===== config.mk =====
export PLATFORM = sky130hd
export DESIGN_NAME = stk16_core
export DESIGN_NICKNAME = d
export VERILOG_FILES = /design/src/rtl/stk16_pkg.sv /design/src/rtl/stk16_seq.sv /design/src/rtl/stk16_alu.sv /design/src/rtl/stk16_stack.sv /design/src/rtl/stk16_core.sv
export SDC_FILE = /design/constraint.sdc
export NUM_CORES = 1
export LEC_CHECK = 0
export BUFFER_PORTS_ARGS = -buffer_cell sky130_fd_sc_hd__buf_4
export CAP_MARGIN = 30
export CORE_ASPECT_RATIO = 0.75
export CORE_MARGIN = 2
export CORE_UTILIZATION = 59
export CTS_BUF_LIST = sky130_fd_sc_hd__clkbuf_2 sky130_fd_sc_hd__clkbuf_4 sky130_fd_sc_hd__clkbuf_8
export DETAILED_ROUTE_END_ITERATION = 10
export PLACE_DENSITY = 0.92
export REMOVE_ABC_BUFFERS = 1
export SLEW_MARGIN = 25
export SYNTH_ARGS = -nofsm -noshare
export SYNTH_HDL_FRONTEND = slang
export SYNTH_SLANG_ARGS = --single-unit

===== constraint.sdc =====
create_clock -name clk_i -period 3.4 [get_ports clk_i]
set_input_delay 0.34 -clock clk_i [delete_from_list [all_inputs] [get_ports clk_i]]
set_output_delay 0.34 -clock clk_i [all_outputs]
set_load 0.02 [all_outputs]

===== src/rtl/stk16_pkg.sv =====
package stk16_pkg;
  localparam int unsigned OP_W = 3;

  typedef enum logic [OP_W-1:0] {
    OP_NOP = 3'd0,
    OP_LIT = 3'd1,
    OP_LD  = 3'd2,
    OP_ST  = 3'd3,
    OP_ADD = 3'd4,
    OP_AND = 3'd5,
    OP_XOR = 3'd6,
    OP_JZ  = 3'd7
  } op_e;

  typedef enum logic {
    PH_FETCH = 1'b0,
    PH_EXEC  = 1'b1
  } phase_e;
endpackage


===== src/rtl/stk16_seq.sv =====
module stk16_seq
  import stk16_pkg::*;
#(
  parameter int unsigned DATA_W = 16,
  parameter int unsigned SLOTS  = 5
) (
  input  logic              clk_i,
  input  logic              rst_ni,
  input  logic [DATA_W-1:0] pkt_i,
  input  logic              abort_i,
  output logic              fetch_o,
  output op_e               op_o
);
  localparam int unsigned USED_W = OP_W * SLOTS;
  localparam int unsigned PAD_W  = DATA_W - USED_W;
  localparam logic [DATA_W-1:0] KEEP_MASK = ~((DATA_W'(1) << PAD_W) - DATA_W'(1));

  phase_e            ph_q;
  logic [DATA_W-1:0] pkt_q;
  logic              tail_empty;

  // slots after the current one, unused pad bits already zeroed
  assign tail_empty = (pkt_q[DATA_W-OP_W-1:0] == '0);
  assign op_o       = op_e'(pkt_q[DATA_W-1 -: OP_W]);
  assign fetch_o    = (ph_q == PH_FETCH);

  always_ff @(posedge clk_i or negedge rst_ni) begin
    if (!rst_ni) begin
      ph_q  <= PH_FETCH;
      pkt_q <= '0;
    end else if (ph_q == PH_FETCH) begin
      pkt_q <= pkt_i & KEEP_MASK;
      ph_q  <= PH_EXEC;
    end else begin
      pkt_q <= pkt_q << OP_W;
      if (abort_i || tail_empty) ph_q <= PH_FETCH;
    end
  end

  assert_fetch_then_exec_R8: assert property (@(posedge clk_i) disable iff (!rst_ni)
    fetch_o |=> !fetch_o);
  assert_tail_abort_R8: assert property (@(posedge clk_i) disable iff (!rst_ni)
    (!fetch_o && tail_empty) |=> fetch_o);
  assert_jump_abort_R9: assert property (@(posedge clk_i) disable iff (!rst_ni)
    (!fetch_o && abort_i) |=> fetch_o);
  assert_more_slots_R8: assert property (@(posedge clk_i) disable iff (!rst_ni)
    (!fetch_o && !abort_i && !tail_empty) |=> !fetch_o);
endmodule


===== src/rtl/stk16_alu.sv =====
module stk16_alu
  import stk16_pkg::*;
#(
  parameter int unsigned DATA_W = 16
) (
  input  op_e               op_i,
  input  logic [DATA_W-1:0] nos_i,
  input  logic [DATA_W-1:0] tos_i,
  output logic [DATA_W-1:0] res_o,
  output logic              nos_zero_o
);
  always_comb begin
    unique case (op_i)
      OP_ADD:  res_o = nos_i + tos_i;
      OP_AND:  res_o = nos_i & tos_i;
      OP_XOR:  res_o = nos_i ^ tos_i;
      default: res_o = tos_i;
    endcase
  end

  assign nos_zero_o = (nos_i == '0);
endmodule


===== src/rtl/stk16_stack.sv =====
module stk16_stack
  import stk16_pkg::*;
#(
  parameter int unsigned DATA_W = 16
) (
  input  logic              clk_i,
  input  logic              rst_ni,
  input  logic              exec_i,
  input  op_e               op_i,
  input  logic [DATA_W-1:0] rdata_i,
  input  logic [DATA_W-1:0] alu_i,
  output logic [DATA_W-1:0] tos_o,
  output logic [DATA_W-1:0] nos_o
);
  logic [DATA_W-1:0] tos_q, nos_q, bos_q;

  always_ff @(posedge clk_i or negedge rst_ni) begin
    if (!rst_ni) begin
      tos_q <= '0;
      nos_q <= '0;
      bos_q <= '0;
    end else if (exec_i) begin
      unique case (op_i)
        OP_LIT: begin
          bos_q <= nos_q;
          nos_q <= tos_q;
          tos_q <= rdata_i;
        end
        OP_LD: tos_q <= rdata_i;
        OP_ST, OP_JZ: begin
          tos_q <= bos_q;
          nos_q <= bos_q;
        end
        OP_ADD, OP_AND, OP_XOR: begin
          tos_q <= alu_i;
          nos_q <= bos_q;
        end
        default: ;
      endcase
    end
  end

  assign tos_o = tos_q;
  assign nos_o = nos_q;

  assert_lit_shift_R3: assert property (@(posedge clk_i) disable iff (!rst_ni)
    (exec_i && op_i == OP_LIT) |=> (nos_q == $past(tos_q) && bos_q == $past(nos_q)));
  assert_ld_keeps_lower_R4: assert property (@(posedge clk_i) disable iff (!rst_ni)
    (exec_i && op_i == OP_LD) |=> ($stable(nos_q) && $stable(bos_q)));
  assert_alu_copies_bottom_R5: assert property (@(posedge clk_i) disable iff (!rst_ni)
    (exec_i && (op_i == OP_ADD || op_i == OP_AND || op_i == OP_XOR))
      |=> (nos_q == $past(bos_q) && $stable(bos_q)));
  assert_store_collapse_R6: assert property (@(posedge clk_i) disable iff (!rst_ni)
    (exec_i && op_i == OP_ST) |=> (tos_q == bos_q && nos_q == bos_q && $stable(bos_q)));
  assert_jump_collapse_R7: assert property (@(posedge clk_i) disable iff (!rst_ni)
    (exec_i && op_i == OP_JZ) |=> (tos_q == bos_q && nos_q == bos_q && $stable(bos_q)));
endmodule


===== src/rtl/stk16_core.sv =====
module stk16_core
  import stk16_pkg::*;
#(
  parameter int unsigned DATA_W = 16,
  parameter int unsigned SLOTS  = 5
) (
  input  logic              clk_i,
  input  logic              rst_ni,
  output logic [DATA_W-1:0] mem_addr_o,
  output logic [DATA_W-1:0] mem_wdata_o,
  output logic              mem_we_o,
  input  logic [DATA_W-1:0] mem_rdata_i,
  output logic [DATA_W-1:0] dbg_pc_o,
  output logic [DATA_W-1:0] dbg_tos_o,
  output logic              dbg_fetch_o
);
  logic [DATA_W-1:0] pc_q;
  logic [DATA_W-1:0] tos, nos, alu_res;
  logic              fetch, exec, nos_zero, jump_taken;
  op_e               op;

  assign exec       = !fetch;
  assign jump_taken = exec && (op == OP_JZ) && nos_zero;

  stk16_seq #(.DATA_W(DATA_W), .SLOTS(SLOTS)) u_seq (
    .clk_i   (clk_i),
    .rst_ni  (rst_ni),
    .pkt_i   (mem_rdata_i),
    .abort_i (jump_taken),
    .fetch_o (fetch),
    .op_o    (op)
  );

  stk16_alu #(.DATA_W(DATA_W)) u_alu (
    .op_i       (op),
    .nos_i      (nos),
    .tos_i      (tos),
    .res_o      (alu_res),
    .nos_zero_o (nos_zero)
  );

  stk16_stack #(.DATA_W(DATA_W)) u_stack (
    .clk_i   (clk_i),
    .rst_ni  (rst_ni),
    .exec_i  (exec),
    .op_i    (op),
    .rdata_i (mem_rdata_i),
    .alu_i   (alu_res),
    .tos_o   (tos),
    .nos_o   (nos)
  );

  always_ff @(posedge clk_i or negedge rst_ni) begin
    if (!rst_ni)                        pc_q <= '0;
    else if (fetch)                     pc_q <= pc_q + DATA_W'(1);
    else if (op == OP_LIT)              pc_q <= pc_q + DATA_W'(1);
    else if (jump_taken)                pc_q <= tos;
  end

  always_comb begin
    mem_addr_o = pc_q;
    if (exec && (op == OP_LD || op == OP_ST)) mem_addr_o = tos;
  end

  assign mem_wdata_o = nos;
  assign mem_we_o    = exec && (op == OP_ST);
  assign dbg_pc_o    = pc_q;
  assign dbg_tos_o   = tos;
  assign dbg_fetch_o = fetch;

  assert_we_only_store_R6: assert property (@(posedge clk_i) disable iff (!rst_ni)
    mem_we_o |-> (!dbg_fetch_o && mem_addr_o == dbg_tos_o));
  assert_pc_step_fetch_R3: assert property (@(posedge clk_i) disable iff (!rst_ni)
    dbg_fetch_o |=> dbg_pc_o == $past(dbg_pc_o) + DATA_W'(1));
  assert_jump_target_R7: assert property (@(posedge clk_i) disable iff (!rst_ni)
    (exec && op == OP_JZ && nos == '0) |=> (dbg_pc_o == $past(tos) && dbg_fetch_o));
  assert_jump_skip_R7: assert property (@(posedge clk_i) disable iff (!rst_ni)
    (exec && op == OP_JZ && nos != '0) |=> $stable(dbg_pc_o));
  assert_fetch_addr_R1: assert property (@(posedge clk_i) disable iff (!rst_ni)
    dbg_fetch_o |-> (mem_addr_o == dbg_pc_o && !mem_we_o));
endmodule


==> Word level (Yosys, flattened, before mapping) <==
Cells that the tools add are included.
{ "word_totals": {"ff_bits": 81, "in_bits": 18, "out_inout_bits": 66, "elab_cells": 47} }
{ "classes": {"add_sub_neg": 2, "n_eq_ne": 9, "n_mux": 10, "bitwise": 3, "reduce_logical": 17} }
{ "op_table": {"columns": ["op", "count"], "rows": [
  ["$pmux W16 S3", 2],
  ["$mux W16", 5],
  ["$pmux W16 S2", 1],
  ["$add A16 B1 Y16 const B", 1],
  ["$add A16 B16 Y16", 1],
  ["$and A16 B16 Y16", 1],
  ["$logic_not A16 Y1", 1],
  ["$xor A16 B16 Y16", 1],
  ["$logic_not A13 Y1", 1],
  ["$eq A3 B3 Y1 const B", 4],
  ["$eq A3 B2 Y1 const B", 2],
  ["$reduce_or A5 Y1", 1],
  ["$logic_and A1 B1 Y1", 4],
  ["$ne A4 B4 Y1 const B", 1],
  ["$reduce_and A2 Y1", 2],
  ["$reduce_or A2 Y1", 2],
  ["$eq A3 B1 Y1 const B", 1],
  ["$ne A3 B2 Y1 const B", 1],
  ["$reduce_and A3 Y1", 1],
  ["$reduce_bool A3 Y1", 1],
  ["$reduce_or A3 Y1", 1],
  ["$logic_or A1 B1 Y1", 2],
  ["$mux W1", 2],
  ["$reduce_bool A2 Y1", 1],
  ["$not A1 Y1", 1]
]} }

==> Logic depth before layout (Yosys ltp) <==
{ "logic_depth": {"word_depth": 6, "ltp_mapped": 9, "mapped_depth_nobuf": 8} }

==> By module <==
A second synthesis with hierarchy kept.
{ "hier_totals": {"cells_unflattened": 564, "hier_area_um2": 5390.2} }
{ "by_module_without_submodules": {"columns": ["module", "n_inst", "cells_per_inst", "area_each_um2", "seq_area_each_um2"], "rows": [
  ["stk16_stack", 1, 193, 2284.7, 1201.2],
  ["stk16_alu", 1, 211, 1331.3, 0.0],
  ["stk16_core", 1, 118, 1141.1, 400.4],
  ["stk16_seq", 1, 42, 633.1, 400.4]
]} }

==> Least setup slack after synthesis <==
Ideal clock, no wire load.
{ "synth_timing": {"path_kind": "register to register", "from": "register u_stack.nos_q[0], in the netlist u_stack.nos_o[0]", "to": "register u_stack.tos_q[12], in the netlist u_stack.tos_o[12]", "setup_time_ns": 0.140, "arrival_time_ns": 2.382, "t_required_ns": 3.260, "slack_ns": 0.878, "stages_incl_launch_ff": 9, "n_path_buf": 0, "synth_period_minus_slack_ns": 2.522, "path_cell_list": "dfrtp_1 > ha_1 > fa_1 > a21o_1 > a221oi_2 > a31oi_1 > a21o_1 > a2111oi_0 > a211oi_1"} }
{ "synth_between": {"elab_chain_cells": 3} }
{ "synth_lines": {"columns": ["item", "line_no", "rtl"], "rows": [
  ["start, declared", "stk16_stack.sv:15", "logic [DATA_W-1:0] tos_q, nos_q, bos_q;"],
  ["start signal, assigned", "stk16_stack.sv:26", "nos_q <= tos_q;"],
  ["start signal, assigned", "stk16_stack.sv:32", "nos_q <= bos_q;"],
  ["start signal, assigned", "stk16_stack.sv:36", "nos_q <= bos_q;"],
  ["$add A16 B16 Y16", "stk16_alu.sv:14", "OP_ADD: res_o = nos_i + tos_i;"],
  ["$pmux W16 S3", "stk16_alu.sv:13", "unique case (op_i)"],
  ["$pmux W16 S3", "stk16_stack.sv:23", "unique case (op_i)"],
  ["end signal, assigned", "stk16_stack.sv:27", "tos_q <= rdata_i;"],
  ["end signal, assigned", "stk16_stack.sv:29", "OP_LD: tos_q <= rdata_i;"],
  ["end signal, assigned", "stk16_stack.sv:31", "tos_q <= bos_q;"],
  ["end, declared", "stk16_stack.sv:15", null]
]} }
No other way between the ends.
A chain may end at the register's enable or synchronous reset.

==> Worst setup path after layout <==
Same ends and word-level chain as after synthesis.

==> metrics <==
Core ar. approximately 8400 µm²; largest family of logic cells by synthesized area compound AO/OA/AOI/OAI gates; Yosys warnings 0; crit-path cells ha_1, fa_1, a21o_1, a221oi_2, a31oi_1, a21o_1, a2111oi_0, a211oi_1; initial core utilization between 60% and 70%; Req. time, crit path 3.63 ns; final hold violation count 0; count of final setup violators 0; crit start category register; hold crit path type input port to register; global-route wire length before repair 25200 µm; status completed; CTS max path bufs 2; met3 Use GR about a tenth; instance count on the critical path 8; worst path arrival time approximately 3.1 ns; Clock Latency Late Sink 0.37 ns; reg2reg end u_stack.tos_o[12]; R2R depth 8; crit-path max cell delay ~0.50 ns; clk slew on worst S/H paths approximately 0.09 ns; Synth Area in Adders under 10%; Clock Sinks 80; proportion of synthesized area in mux cells ~14%; Crit-path slowest cell a2111oi_0; hold path startpoint mem_rdata_i[2]; Nets 647; final period utilization between 80% and 90%; die footprint 9330 µm²; DRT antenna net count 0; Yosys reg bits 80; filler instances around 620; Final Slew Violations 0; routed wire length roughly 16000 µm; post-layout min period roughly 2.8 ns; wire per inst about 22 µm; P_leak about 2.8 nW; Seq/Total Area, Yosys 39.6%; critical path's top delay family compound AO/OA/AOI/OAI gates; CTS tree done; Post-synth top flop dfrtp_1; Simple-Gate Fraction of Synth Area between 15 and 20%; fin util 72.4%; GRT Total Usage approximately a third; post-synth cell types between 60 and 70; Post-DP HPWL roughly 11000 µm; GRT busiest layer met2; R2R setup slack about 0.56 ns; via count roughly 5000; EDFF count, synth 0; DRC Markers 0; routability cong. about 0.95; n_diodes 0; placed cell areas between 5000 and 6000 µm²; drt pass-1 iters 6; Synth Area in Compound Gates a little over a fifth; Slew headroom ~40%; Synth Area in XOR/XNOR ~1.0%; vias per cell just under 7; final std cell area, no fill slightly above 6000 µm²; Die Width approximately 110 µm; Chip Height 84.2 µm; critical path capture point type register; Syn Inst Count 530; hold depth 2; initial antenna violation count 0; 1st-iter DRT viols 625; RSZ-0062 raised after global routing false; grt met1 use 47.8%; P per Cell Area ~1200 nW/µm²; peak supply drop around 0.6 mV; Async S/R FF share, synth 100%; total of max-cap violations 0; Synth Cell Area a little over 5000 µm²; post-CTS setup buffer count 0; fmax between 300 and 400 MHz; met2 GRT Util about 52%; Num CTS Buffers 9; Root Buffer clkbuf_8; # rows 29; vias in the first global route 4773; layout cells sized above 1 about 28%; TNS Setup 0 ns; Avg Inst Size Synth between 9 and 10 µm²; most used cell along the critical path a21o_1; worst-margin pin slew between 0.8 and 0.9 ns; area grow syn2layout 20.0%; Min-Delay Endpoint u_seq.pkt_q[2]; global route overflow 0; Reg2Reg Launch Point u_stack.nos_o[0]; peak fanout along the critical path 5; Crit Path Category register to register; largest net degree at the start of global routing between 40 and 50; CP bufs+invs 0; num ports 84; CTS H-tree lvls 3; Port Buffers 83; clock skew slightly below 0.008 ns
-- state kept, by name (all words and copies together) (netlist names) --
| name | count |
|---|---|
| dbg_pc_o | 16 |
| u_seq.ph_q | 1 |
| u_seq.pkt_q | 15 |
| u_stack.bos_q | 16 |
| u_stack.nos_o | 16 |
| u_stack.tos_o | 16 |
-- synth_stat cells (9+ instances only) --
| library cell | number | share of area, % |
|---|---|---|
| mux2i_1 | 18 | 3.6 |
| nor3_1 | 13 | 1.3 |
| ha_1 | 17 | 4.2 |
| o21ai_0 | 32 | 3.2 |
| nand2_1 | 56 | 4.2 |
| nand3_1 | 12 | 1.2 |
| dfrtp_1 | 80 | 40 |
| buf_2 | 13 | 1.3 |
| clkbuf_1 | 13 | 0.97 |
| a31oi_1 | 9 | 1.1 |
| a21oi_1 | 28 | 2.8 |
| o21ai_1 | 11 | 1.1 |
| a21o_1 | 10 | 1.5 |
| o221ai_1 | 12 | 2.1 |
| nor2_1 | 34 | 2.5 |
| a22oi_1 | 9 | 1.3 |
| mux2_2 | 45 | 10 |
| and3_1 | 10 | 1.2 |
-- final cells by class --
type	instances	area (µm²)	area share [%]
well taps	108	135	2.23
inverters	10	37.5	0.619
multi-input cells	409	2870	47.4
clock inverters	6	92.6	1.53
repair buffers	101	788	13.0
flip-flops and latches	80	2000	33.0
clock buffers	10	138	2.27
-- cells in the final DEF (no fill, tap or decap), types with 4 or more instances in the layout --
cell type  instances
buf_4             98
dfrtp_1           80
nand2_1           56
mux2_2            45
nor2_1            33
o21ai_0           32
a21oi_1           28
mux2i_1           18
ha_1              17
nor3_1            13
nand3_1           12
o221ai_1          12
o21ai_1           11
and3_1            10
a21o_1            10
clkbuf_8          10
a31oi_1            9
a22oi_1            9
nor4_1             8
o211ai_1           8
inv_1              7
nor2b_1            5
o31ai_1            5
and4_1             4
a221o_1            4
nand4_1            4
a211oi_1           4
a311oi_1           4
-- per-stage QoR --
stage               cells  power, W  setup slack, ns  hold WS [ns]
floorplan             499   0.00468            0.540        0.0444
global placement      705   0.00606            0.802         0.495
detailed placement    706   0.00625            0.659         0.340
CTS                   723   0.00708            0.613         0.206
global route          724   0.00767            0.530         0.232
finish                724   0.00722            0.556         0.212
-- worst register-to-register path: cells and delay by family, from the launching register on --
family	cells	cell delay (ns)
flops	1	0.44
compound gates	6	1.59
fa+ha+maj	2	0.69
-- routing by layer --
layer,vias to the layer above,routed length [µm],share of wire [%]
li1,2181,-,-
met1,2407,6390,41
met2,329,6940,44
met3,49,1910,12
met4,0,455,2.9
met5,-,0,0
-- cell families after synthesis --
family,count (synthesis)
and+or+nand+nor,164
AOI/OAI and AO/OA,159
DFF,80
muxes,63
buffers and inverters,41
adders and majority gates,18
xor gates and xnor gates,5
-- worst max path at each step --
stage                     slack, ns                 to             start
after global routing           0.53  u_stack.tos_o[12]  u_stack.tos_o[0]
after detailed placement       0.66  u_stack.tos_o[12]  u_stack.tos_o[0]
final                          0.56  u_stack.tos_o[12]  u_stack.nos_o[0]
after CTS                      0.61  u_stack.tos_o[12]  u_stack.nos_o[0]
after global placement         0.80  u_stack.tos_o[12]  u_stack.tos_o[0]
after floorplan                0.54  u_stack.tos_o[11]   u_seq.pkt_q[14]
-- power breakdown --
part | switching (W) | leakage, nW | total, W | internal [W]
Clock | 0.000379 | 0.109 | 0.000815 | 0.000436
Combinational | 0.00261 | 1.70 | 0.00449 | 0.00188
Sequential | 0.000572 | 0.996 | 0.00191 | 0.00134
Total | 0.00356 | 2.81 | 0.00722 | 0.00366
-- timing repair --
item	in CTS	in global routing
endpoints found under the hold margin	34	0
hold buffers	1	0
resized for setup	0	0
Note: power is estimated with default switching activity, not from simulation.
